## src/rtl/ckdiv_pkg.sv

```systemverilog
package ckdiv_pkg;
  localparam int DIV_W  = 6;
  localparam int REG_W  = DIV_W + 2;
  localparam int ADDR_W = 2;

  typedef enum logic [ADDR_W-1:0] {
    ADDR_CFG   = 2'd0,
    ADDR_RSV_A = 2'd1,
    ADDR_RSV_B = 2'd2,
    ADDR_NONE  = 2'd3
  } reg_addr_e;

  typedef struct packed {
    logic             pre_en;
    logic [DIV_W-1:0] div_val;
  } div_cfg_t;
endpackage

```

## src/rtl/ckdiv_cfg_reg.sv

```systemverilog
module ckdiv_cfg_reg
  import ckdiv_pkg::*;
(
  input  logic              clk,
  input  logic              rst_n,
  input  logic              bus_sel,
  input  logic              bus_wr,
  input  logic [ADDR_W-1:0] bus_addr,
  input  logic [REG_W-1:0]  bus_wdata,
  output logic [REG_W-1:0]  bus_rdata,
  output div_cfg_t          cfg,
  output logic              loaded,
  output logic              load_now
);
  div_cfg_t cfg_q;
  logic     loaded_q;
  logic     cfg_hit;

  assign cfg_hit  = bus_sel && bus_wr && (reg_addr_e'(bus_addr) == ADDR_CFG);
  assign load_now = cfg_hit && !loaded_q;

  always_ff @(posedge clk or negedge rst_n) begin
    if (!rst_n) begin
      cfg_q    <= '0;
      loaded_q <= 1'b0;
    end else if (load_now) begin
      cfg_q    <= div_cfg_t'(bus_wdata[REG_W-2:0]);
      loaded_q <= 1'b1;
    end
  end

  always_comb begin
    bus_rdata = '0;
    if (bus_sel) begin
      case (reg_addr_e'(bus_addr))
        ADDR_CFG: bus_rdata = {loaded_q, cfg_q};
        default:  bus_rdata = '0;
      endcase
    end
  end

  assign cfg    = cfg_q;
  assign loaded = loaded_q;

  a_r3_cfg_frozen: assert property (@(posedge clk) disable iff (!rst_n)
    loaded_q |=> $stable(cfg_q));

  a_r4_loaded_sticky: assert property (@(posedge clk) disable iff (!rst_n)
    loaded_q |=> loaded_q);

  a_r9_rsv_no_lock: assert property (@(posedge clk) disable iff (!rst_n)
    (!loaded_q && bus_sel && bus_wr && (bus_addr != ADDR_CFG)) |=> !loaded_q);
endmodule

```

## src/rtl/ckdiv_prescaler.sv

```systemverilog
module ckdiv_prescaler #(
  parameter int PRE_RATIO = 8
) (
  input  logic clk,
  input  logic rst_n,
  input  logic run,
  input  logic restart,
  input  logic pre_en,
  output logic stage_tick
);
  localparam int PRE_W = (PRE_RATIO > 1) ? $clog2(PRE_RATIO) : 1;

  generate
    if (PRE_RATIO > 1) begin : gen_pre
      localparam logic [PRE_W-1:0] PRE_LAST = PRE_W'(PRE_RATIO - 1);
      logic [PRE_W-1:0] pcnt;

      always_ff @(posedge clk or negedge rst_n) begin
        if (!rst_n) begin
          pcnt <= '0;
        end else if (restart) begin
          pcnt <= '0;
        end else if (run && pre_en) begin
          pcnt <= (pcnt == PRE_LAST) ? '0 : pcnt + 1'b1;
        end
      end

      assign stage_tick = run && (pre_en ? (pcnt == PRE_LAST) : 1'b1);

      a_r8_pre_gap: assert property (@(posedge clk) disable iff (!rst_n)
        (stage_tick && pre_en) |=> !stage_tick);
    end else begin : gen_bypass
      assign stage_tick = run;
    end
  endgenerate
endmodule

```

## src/rtl/ckdiv_counter.sv

```systemverilog
module ckdiv_counter
  import ckdiv_pkg::*;
(
  input  logic             clk,
  input  logic             rst_n,
  input  logic             run,
  input  logic             restart,
  input  logic             stage_tick,
  input  logic [DIV_W-1:0] div_val,
  output logic             tick_o
);
  logic [DIV_W-1:0] dcnt;
  logic             tick_q;
  logic             at_end;

  assign at_end = (dcnt == div_val);

  always_ff @(posedge clk or negedge rst_n) begin
    if (!rst_n) begin
      dcnt   <= '0;
      tick_q <= 1'b0;
    end else begin
      tick_q <= run && stage_tick && at_end;
      if (restart) begin
        dcnt <= '0;
      end else if (run && stage_tick) begin
        dcnt <= at_end ? '0 : dcnt + 1'b1;
      end
    end
  end

  assign tick_o = tick_q;

  a_r7_cnt_bound: assert property (@(posedge clk) disable iff (!rst_n)
    run |-> (dcnt <= div_val));

  a_r6_quiet: assert property (@(posedge clk) disable iff (!rst_n)
    !run |=> !tick_q);
endmodule

```

## src/rtl/nvm_tick_divider.sv

```systemverilog
module nvm_tick_divider
  import ckdiv_pkg::*;
#(
  parameter int PRE_RATIO = 8
) (
  input  logic              clk,
  input  logic              rst_n,
  input  logic              bus_sel,
  input  logic              bus_wr,
  input  logic [ADDR_W-1:0] bus_addr,
  input  logic [REG_W-1:0]  bus_wdata,
  output logic [REG_W-1:0]  bus_rdata,
  output logic              cfg_loaded,
  output logic              tick_o
);
  div_cfg_t cfg;
  logic     loaded;
  logic     load_now;
  logic     stage_tick;

  ckdiv_cfg_reg u_reg (
    .clk       (clk),
    .rst_n     (rst_n),
    .bus_sel   (bus_sel),
    .bus_wr    (bus_wr),
    .bus_addr  (bus_addr),
    .bus_wdata (bus_wdata),
    .bus_rdata (bus_rdata),
    .cfg       (cfg),
    .loaded    (loaded),
    .load_now  (load_now)
  );

  ckdiv_prescaler #(.PRE_RATIO(PRE_RATIO)) u_pre (
    .clk        (clk),
    .rst_n      (rst_n),
    .run        (loaded),
    .restart    (load_now),
    .pre_en     (cfg.pre_en),
    .stage_tick (stage_tick)
  );

  ckdiv_counter u_cnt (
    .clk        (clk),
    .rst_n      (rst_n),
    .run        (loaded),
    .restart    (load_now),
    .stage_tick (stage_tick),
    .div_val    (cfg.div_val),
    .tick_o     (tick_o)
  );

  assign cfg_loaded = loaded;

  a_r7_one_wide: assert property (@(posedge clk) disable iff (!rst_n)
    (tick_o && (cfg.pre_en || (cfg.div_val != '0))) |=> !tick_o);

  a_r4_pin_matches: assert property (@(posedge clk) disable iff (!rst_n)
    cfg_loaded |=> cfg_loaded);
endmodule

```

## config.mk

```make
export PLATFORM = sky130hd
export DESIGN_NAME = nvm_tick_divider
export DESIGN_NICKNAME = d
export VERILOG_FILES = /design/src/rtl/ckdiv_pkg.sv /design/src/rtl/ckdiv_cfg_reg.sv /design/src/rtl/ckdiv_prescaler.sv /design/src/rtl/ckdiv_counter.sv /design/src/rtl/nvm_tick_divider.sv
export SDC_FILE = /design/constraint.sdc
export NUM_CORES = 1
export LEC_CHECK = 0
export BUFFER_PORTS_ARGS = -buffer_cell sky130_fd_sc_hd__buf_2
export CAP_MARGIN = 10
export CORE_ASPECT_RATIO = 0.75
export CORE_MARGIN = 1.5
export CORE_UTILIZATION = 55
export DETAILED_ROUTE_END_ITERATION = 10
export GPL_TIMING_DRIVEN = 0
export PLACE_DENSITY = 0.79
export SLEW_MARGIN = 20
export SYNTH_ARGS = -nofsm -noshare
export SYNTH_HDL_FRONTEND = slang
export SYNTH_HIERARCHICAL = 1
export SYNTH_SLANG_ARGS = --single-unit
```

## constraint.sdc

```tcl
create_clock -name clk -period 3.8 [get_ports clk]
set_clock_uncertainty 0.15 [all_clocks]
set_input_delay 0.76 -clock clk [delete_from_list [all_inputs] [get_ports clk]]
set_output_delay 0.76 -clock clk [all_outputs]
set_load 0.01 [all_outputs]
```

==> results of run 1 <==
==> worst max path at each step <==
stage,start,endpoint
final,bus_addr[1],bus_rdata[6]
after global routing,bus_addr[1],bus_rdata[6]
after CTS,bus_addr[1],bus_rdata[6]
after detailed placement,bus_addr[1],u_cnt/dcnt[4]$_DFFE_PN0P_
after global placement,bus_addr[1],u_cnt/dcnt[4]$_DFFE_PN0P_
after floorplan,bus_addr[1],u_cnt/dcnt[4]$_DFFE_PN0P_
==> per-layer routing <==
| layer | vias to the layer above | track usage |
|---|---|---|
| met5 | - | 0 |
| li1 | 353 | - |
| met1 | 344 | 0.253 |
| met4 | 0 | 0.0769 |
| met3 | 5 | 0.0597 |
| met2 | 23 | 0.338 |
==> power breakdown <==
group	total [mW]	leakage, nW	switching, mW	internal, mW
clock	0.118	0.0210	0.0597	0.0584
sequential	0.333	0.226	0.0760	0.257
combinational	0.252	0.340	0.116	0.136
total	0.703	0.587	0.252	0.452
==> sequential cells by signal, indices dropped and copies added, names as in the netlist <==
signal	flops
u_reg/loaded	1
u_pre/gen_pre.pcnt	3
u_cnt/dcnt	6
u_cnt/tick_o	1
u_reg/cfg	7
==> cells by family (layout without fill, tap and decap cells) <==
family,after synthesis,after routing,synth area share
AO/OA/AOI/OAI,14,14,0.117
adder cells (fa/ha/maj),3,3,0.0372
AND/OR/NAND/NOR,27,27,0.212
flip-flops,18,18,0.447
multiplexers,7,7,0.0782
buffers and inverters,5,31,0.0223
XOR/XNOR,10,10,0.0868
==> placed cells by master (no fill, tap or decap), types with 2 or more instances in the layout <==
cell / instances
a211oi_1: 3
a21bo_1: 3
a21oi_1: 3
and2_1: 2
and2_2: 8
buf_2: 22
clkbuf_4: 3
dfrtp_1: 18
ha_1: 3
inv_1: 3
mux2_2: 7
nand2_1: 3
nand4_1: 3
xnor2_1: 4
xor2_1: 6
==> worst register-to-register path, cell delays in order (launching register included) <==
cell	delay, ps
dfrtp_1	520
nand3b_4	290
inv_1	170
buf_4	190
a21o_4	110
nand4_1	120
xor2_1	180
a211oi_1	220
==> area by class of cell <==
type / count / area share
plain buffers: 2 / 0.00952
clock buffers: 4 / 0.0307
inverters: 3 / 0.00952
multi-input cells: 61 / 0.453
flip-flops and latches: 18 / 0.381
well taps: 22 / 0.0233
repair buffers: 22 / 0.0931
==> summary.txt, run 1 <==
Run status
  • Status: finished, final reports clean

Critical path
  • Critical Path Fanout Max: 9
  • Critical path depth: 4
  • R2r setup slk: 1770 ps
  • Critical Path RT: around 2900 ps
  • Reg2reg start: u_reg/loaded$_DFFE_PN0P_
  • Most frequent CP cell: buf_2
  • CP arrival: around 1600 ps
  • Reg2reg end: u_cnt/dcnt[4]$_DFFE_PN0P_
  • Worst-path cell chain: buf_2 -> nor3b_4 -> and2_2 -> buf_2
  • Critical path's largest stage delay: 360 ps
  • Setup CP Type: in -> out
  • Worst r2r path cells: 7
  • Crit path max-delay cell type: nor3b_4
  • CP startpoint kind: primary input
  • WP buf/inv: 2
  • Kind of cell adding the most delay to the critical path: simple AND/OR/NAND/NOR gates
  • Crit end category: primary output

Routing
  • Wire length per cell: 14.2 microns
  • Vias per cell: 5.49
  • Number of routed nets with antenna violations: 0
  • Initial DRC count: 13
  • DRC viols: 0
  • Met1 wire length: 848 microns
  • Routed wl met3: 111 microns
  • DR WL met2: about 890 microns
  • Via Count: 725
  • DRT Wirelength: 1870 microns
  • First-pass DRT Iterations: 4
  • Highest Signal Layer: met4

Clocking
  • CTS root buf: clkbuf_4
  • CTS tree: done
  • Buffer depth of the longest clock path: 2
  • Clock sinks: 18
  • Post-CTS Resized: 0
  • TritonCTS buffer count: 3
  • Clock transition at path regs: 100 ps
  • Setup Fix Bufs, Post-CTS: 0
  • Worst-Skew Late Latency: 290 ps
  • H-tree Lvls: 1
  • CTS Hold Buffers Added: 0

STA
  • Worst-margin pin slew: 417 ps
  • Final Worst Setup Slack: 1340 ps
  • Crit share post-route: 0.648
  • Fin Hold WS: about 230 ps
  • RSZ-0062 raised after global routing: false
  • Clock period minus worst slack: 2460 ps
  • Final Hold Viols: 0
  • Final count of negative-setup-slack endpoints: 0
  • Post-route setup TNS: 0 ps
  • Fmax: between 0.4 and 0.5 GHz
  • Max Slew Vio Count: 0
  • Slew margin rel.: 0.722

Yosys
  • Syn avg cell area: around 12 sq um
  • Top-count cell post-synth: dfrtp_1
  • Cell taking the most area after synthesis: dfrtp_1
  • Yosys cell types: 31
  • Synth cell count leaders: dfrtp_1 (18), and2_2 (8), mux2_2 (7)
  • Synth Warn #: 6
  • Synthesized area: 1010 sq um
  • Yosys reg bits: 18
  • Mapped Cells: 84
  • Post-Synthesis Net Count: 101
  • Fraction of registers with async set/reset: 1.00
  • EDFF count, synth: 0
  • Sequential area share after synthesis: 0.447
  • Post-synth top area share: 0.447
  • Post-synth top flop: dfrtp_1
  • Synth top area cells: dfrtp_1 (45%), mux2_2 (7.8%), and2_2 (6.0%), xor2_1 (5.2%), ha_1 (3.7%)

Cells and area
  • Multi-input logic area: 536 sq um
  • Layout Cell Area excl Fill: 1180 sq um
  • P&R area growth vs syn: 17.2%
  • Non-filler instance count after layout: 132
  • Layout cells sized above 1: 0.427
  • Fin util: 0.686
  • Antenna Cells: 0
  • Fillcell total: around 140
  • Layout Nets: around 130
  • Sequential Area: 450 sq um

Place
  • Post-detail-place hpwl: 1390 microns
  • Placed insts: around 130
  • DP Worst Slack: 1120 ps
  • DP Area: 1150 sq um
  • IO Port Bufs: 22
  • Gpl congestion: 0.790

Die
  • Io pins: 24
  • Die X: ~52 microns
  • Total die area: 2100 sq um
  • Die Y: between 40 and 50 microns
  • Initial Util: 0.585
  • Row count: 13
  • Core area: 1720 sq um

Global routing
  • Global-route wire length before repair: roughly 2900 microns
  • Initial antenna violation count: 0
  • Total grt overflow: 0
  • Vias in the first global route: 664
  • Pin count of the biggest net entering global routing: 19
  • Tot GR Track Use: 0.202

Pwr
  • P_leak: 0.587 nW
  • Pwr Total: around 0.7 mW
  • Cell Pwr Density: 595 nW/um^2
  • Worst-case vdd ir drop: 0.367 mV

Flow run
  • Max cap viols: 0

Min path
  • Hold Path Class: in -> async
Note: power is estimated with default switching activity, not from simulation.
==> inputs of run 2 (changes only) <==
- CORE_UTILIZATION: 55 -> 51
- PLACE_DENSITY: 0.79 -> 0.73
- clock period: 3.8 -> 2.28 ns (I/O delays scaled with it)
==> summary.txt, run 2 (synthesis results as in run 1) <==
Min path
  • Hold Crit Start: bus_wdata[0]
  • Hold-critical path depth: 2
  • End of the worst hold path: u_reg/cfg[0]$_DFFE_PN0P_
  • Hold Path Class: in -> reg

Critical path
  • CP startpoint kind: primary input
  • Worst-path cell chain: buf_2 -> nor3b_4 -> nand3b_4 -> inv_1 -> buf_4 -> a21o_4 -> nand4_1 -> xor2_1 -> a211oi_1
  • Critical Path Fanout Max: 9
  • Crit end category: register
  • R2r setup slk: 250 ps
  • Critical path's largest stage delay: 390 ps
  • CP arrival: 2130 ps
  • Reg2reg start: u_reg/loaded$_DFFE_PN0P_
  • Crit path max-delay cell type: nor3b_4
  • Reg2reg end: u_cnt/dcnt[4]$_DFFE_PN0P_
  • Setup CP Type: in -> reg
  • Worst r2r path cells: 7
  • Critical Path RT: 2330 ps

Pwr
  • Worst-case vdd ir drop: ~0.71 mV
  • Pwr Total: 1.12 mW
  • P_leak: ~0.6 nW
  • Cell Pwr Density: ~950 nW/um^2

Clocking
  • Buffer depth of the longest clock path: 2
  • Clock sinks: 18
  • CTS tree: done
  • CTS root buf: clkbuf_4
  • Clock transition at path regs: 90 ps
  • Worst-Skew Late Latency: 290 ps
  • TritonCTS buffer count: 3
  • H-tree Lvls: 1
  • CTS Hold Buffers Added: 1
  • Post-CTS Resized: 0
  • Setup Fix Bufs, Post-CTS: 0

Routing
  • Vias per cell: 5.46
  • DRT Wirelength: 1830 microns
  • Initial DRC count: 20
  • Number of routed nets with antenna violations: 0
  • DRC viols: 0
  • Wire length per cell: between 10 and 15 microns
  • Via Count: 721
  • First-pass DRT Iterations: 4

Cells and area
  • Max reg flops: 7
  • Antenna Cells: 0
  • Layout Nets: 129
  • Commonest cells after routing, fill and taps aside: buf_2 (22), dfrtp_1 (18), and2_2 (8), mux2_2 (7), xor2_1 (6)
  • Non-filler instance count after layout: between 100 and 150
  • Layout cells sized above 1: 0.418
  • Most common cell after layout, fill and taps aside: buf_2
  • Layout Cell Area excl Fill: 1180 sq um
  • P&R area growth vs syn: 16.9%

Die
  • Total die area: 2260 sq um
  • Die Y: ~42 microns
  • Die X: between 50 and 60 microns
  • Core area: 1790 sq um
  • Io pins: 24
  • Row count: 13
  • Initial Util: 0.564

STA
  • Max Slew Vio Count: 0
  • Clock period minus worst slack: 2080 ps
  • Slew margin rel.: 0.729
  • Fmax: 0.481 GHz
  • Final count of negative-setup-slack endpoints: 0
  • RSZ-0062 raised after global routing: false
  • Worst-margin pin slew: 406 ps
  • Crit share post-route: 0.912
  • Fin Hold WS: roughly 240 ps
  • Final Hold Viols: 0

Global routing
  • Initial antenna violation count: 0
  • Total grt overflow: 0
  • Pin count of the biggest net entering global routing: 19
  • Global-route wire length before repair: 3080 microns
  • Tot GR Track Use: 0.193
  • Vias in the first global route: 700

Place
  • Placed insts: ~130
  • IO Port Bufs: 22
  • Gpl congestion: 0.835
  • DP Area: ~1100 sq um
  • Post-detail-place hpwl: 1360 microns

Flow run
  • Max cap viols: 0

Run status
  • Status: finished, final reports clean
run 2: how the worst max path moves through the flow:
stage / from / to / depth (start not counted)
final: bus_addr[1] / u_cnt/dcnt[4]$_DFFE_PN0P_ / 9
after global routing: bus_addr[1] / u_cnt/dcnt[4]$_DFFE_PN0P_ / 9
after CTS: bus_addr[1] / u_cnt/dcnt[4]$_DFFE_PN0P_ / 9
after detailed placement: bus_addr[1] / u_cnt/dcnt[4]$_DFFE_PN0P_ / 9
after global placement: bus_addr[1] / u_cnt/dcnt[4]$_DFFE_PN0P_ / 9
after floorplan: bus_addr[1] / u_cnt/dcnt[4]$_DFFE_PN0P_ / 8
run 2: per-layer routing:
metal  up-vias  global-route usage  share of wire
li1        351                   -              -
met5         -                   0              0
met4         0              0.0600          0.015
met1       345               0.242           0.47
met3         4              0.0755          0.076
met2        21               0.301           0.44
run 2: area by class of cell:
| type | instances | area [sq um] |
|---|---|---|
| Multi-Input combinational cell | 61 | 536 |
| Sequential cell | 18 | 450 |
| Tap cell | 22 | 27.5 |
| Fill cell | 166 | 611 |
| Timing Repair Buffer | 23 | 120 |
| Inverter | 3 | 11.3 |
| Buffer | 2 | 11.3 |
| Clock buffer | 3 | 22.5 |
run 2: power breakdown:
| part | leakage [nW] | switching, mW | total, mW | internal, mW |
|---|---|---|---|---|
| combinational | 0.344 | 0.181 | 0.407 | 0.226 |
| clock | 0.0138 | 0.0897 | 0.151 | 0.0615 |
| sequential | 0.226 | 0.130 | 0.558 | 0.428 |
run 2: worst max-delay path: cells and delay by family:
kind | cells | cell delay, ps
AO/OA/AOI/OAI | 2 | 310
XOR/XNOR | 1 | 170
buffers and inverters | 3 | 470
AND/OR/NAND/NOR | 3 | 720
run 2: through the flow:
step                      TNS (ps)   util  setup slack, ps
final                            0  0.659              202
after global routing             0  0.659             79.2
after CTS                        0  0.659              190
after detailed placement      -253  0.641             -112
after global placement       -71.3  0.641            -51.1
after floorplan                  0      -              320
==> inputs of run 3 (changes only) <==
- PLACE_DENSITY: 0.73 -> 0.78
==> summary.txt, run 3 (synthesis results as in run 1) <==
Die
  • Die X: 54.3 microns
  • Total die area: 2260 sq um
  • Initial Util: 0.564
  • Die Y: 41.5 microns
  • Io pins: 24
  • Row count: 13
  • Core area: 1790 sq um

Pwr
  • Cell Pwr Density: 939 nW/um^2
  • P_leak: 0.584 nW
  • Pwr Total: approximately 1.1 mW
  • Worst-case vdd ir drop: 0.573 mV

Clocking
  • TritonCTS buffer count: 3
  • Clock transition at path regs: ~90 ps
  • H-tree Lvls: 1
  • Worst-Skew Late Latency: approximately 280 ps
  • CTS tree: done
  • Setup Fix Bufs, Post-CTS: 0
  • Buffer depth of the longest clock path: 2
  • CTS root buf: clkbuf_4
  • Post-CTS Resized: 0
  • Clock sinks: 18

Global routing
  • Vias in the first global route: 696
  • Tot GR Track Use: 0.185
  • Initial antenna violation count: 0
  • Total grt overflow: 0
  • Global-route wire length before repair: between 2000 and 3000 microns
  • Pin count of the biggest net entering global routing: 19

Place
  • DP Area: 1150 sq um
  • IO Port Bufs: 22
  • Gpl congestion: between 0.7 and 0.8
  • Post-detail-place hpwl: 1350 microns

STA
  • Fin Hold WS: 244 ps
  • Fmax: just under 0.5 GHz
  • Final Hold Viols: 0
  • Worst-margin pin slew: between 300 and 400 ps
  • RSZ-0062 raised after global routing: false
  • Clock period minus worst slack: 2010 ps
  • Crit share post-route: 0.883
  • Post-route setup TNS: 0 ps
  • Final count of negative-setup-slack endpoints: 0
  • Slew margin rel.: 0.738
  • Max Slew Vio Count: 0

Cells and area
  • Layout cells sized above 1: 0.418
  • Fin util: 0.659
  • Fillcell total: 141
  • Most common cell after layout, fill and taps aside: buf_2
  • Layout Nets: 129
  • Antenna Cells: 0
  • Max reg flops: 7
  • P&R area growth vs syn: 16.9%
  • Layout Cell Area excl Fill: 1180 sq um
  • Commonest cells after routing, fill and taps aside: buf_2 (22), dfrtp_1 (18), and2_2 (8), mux2_2 (7), xor2_1 (6)

Routing
  • Wire length per cell: 13.1 microns
  • Vias per cell: 5.33
  • Routed wl met3: ~140 microns
  • Initial DRC count: 2
  • Via Count: 703
  • Highest Signal Layer: met4
  • DRT Wirelength: between 1500 and 2000 microns
  • DR WL met2: 750 microns
  • Number of routed nets with antenna violations: 0
  • Met1 wire length: slightly above 800 microns
  • DRC viols: 0
  • First-pass DRT Iterations: 2

Critical path
  • Crit end category: register
  • Setup CP Type: in -> reg
  • Critical Path RT: 2320 ps
  • CP arrival: just over 2000 ps
  • CP startpoint kind: primary input
  • Critical Path Fanout Max: 9

Flow run
  • Max cap viols: 0

Min path
  • Hold Path Class: in -> reg

Run status
  • Status: finished, final reports clean
run 3: what timing repair did:
item	in CTS	in global routing
endpoints found under the setup margin	0	0
hold endpoints to repair	18	0
hold buffers	1	0
run 3: through the flow:
| step | worst slack (ps) | cells |
|---|---|---|
| final | 267 | 132 |
| after global routing | 33.3 | 132 |
| after CTS | 252 | 132 |
| after detailed placement | -58.4 | 128 |
| after global placement | -48.3 | 128 |
| after floorplan | 320 | 84 |
run 3: critical path: stages:
cell and delay (ps):
buf_2 110, nor3b_4 360, nand3b_4 200, inv_1 170, buf_4 190, a21o_4 110, nand4_1 110, xor2_1 160
a211oi_1 200
run 3: area by class of cell:
type / instances / area, sq um / area share
repair buffers: 23 / 120 / 0.102
multi-input cells: 61 / 536 / 0.454
inverters: 3 / 11.3 / 0.00955
flip-flops and latches: 18 / 450 / 0.382
clock buffers: 3 / 22.5 / 0.0191
well taps: 22 / 27.5 / 0.0234
plain buffers: 2 / 11.3 / 0.00955
run 3: worst paths after layout:
| check | start | end | slack (ps) | depth (start not counted) |
|---|---|---|---|---|
| setup / recovery | bus_addr[1] | u_cnt/dcnt[4]$_DFFE_PN0P_ | 270 | 9 |
| hold / removal | bus_wdata[1] | u_reg/cfg[1]$_DFFE_PN0P_ | 240 | 2 |
| setup reg to reg | u_pre/gen_pre.pcnt[0]$_DFFE_PN0P_ | u_cnt/dcnt[1]$_DFFE_PN0P_ | 280 | 8 |
| hold reg to reg | u_reg/cfg[0]$_DFFE_PN0P_ | u_reg/cfg[0]$_DFFE_PN0P_ | 400 | 1 |
| max in group asynchronous | rst_n | u_pre/gen_pre.pcnt[1]$_DFFE_PN0P_ | 1230 | 2 |
| min in group asynchronous | rst_n | u_reg/loaded$_DFFE_PN0P_ | 460 | 2 |
run 3: power breakdown:
group	total, mW	internal, mW	leakage, nW	switching (mW)
sequential	0.548	0.428	0.226	0.120
clock	0.146	0.0613	0.0138	0.0845
combinational	0.413	0.226	0.344	0.187
run 3: metal layers:
| layer | track usage | up-vias |
|---|---|---|
| li1 | - | 353 |
| met1 | 0.230 | 328 |
| met2 | 0.284 | 20 |
| met3 | 0.0827 | 2 |
| met4 | 0.0600 | 0 |
| met5 | 0 | - |
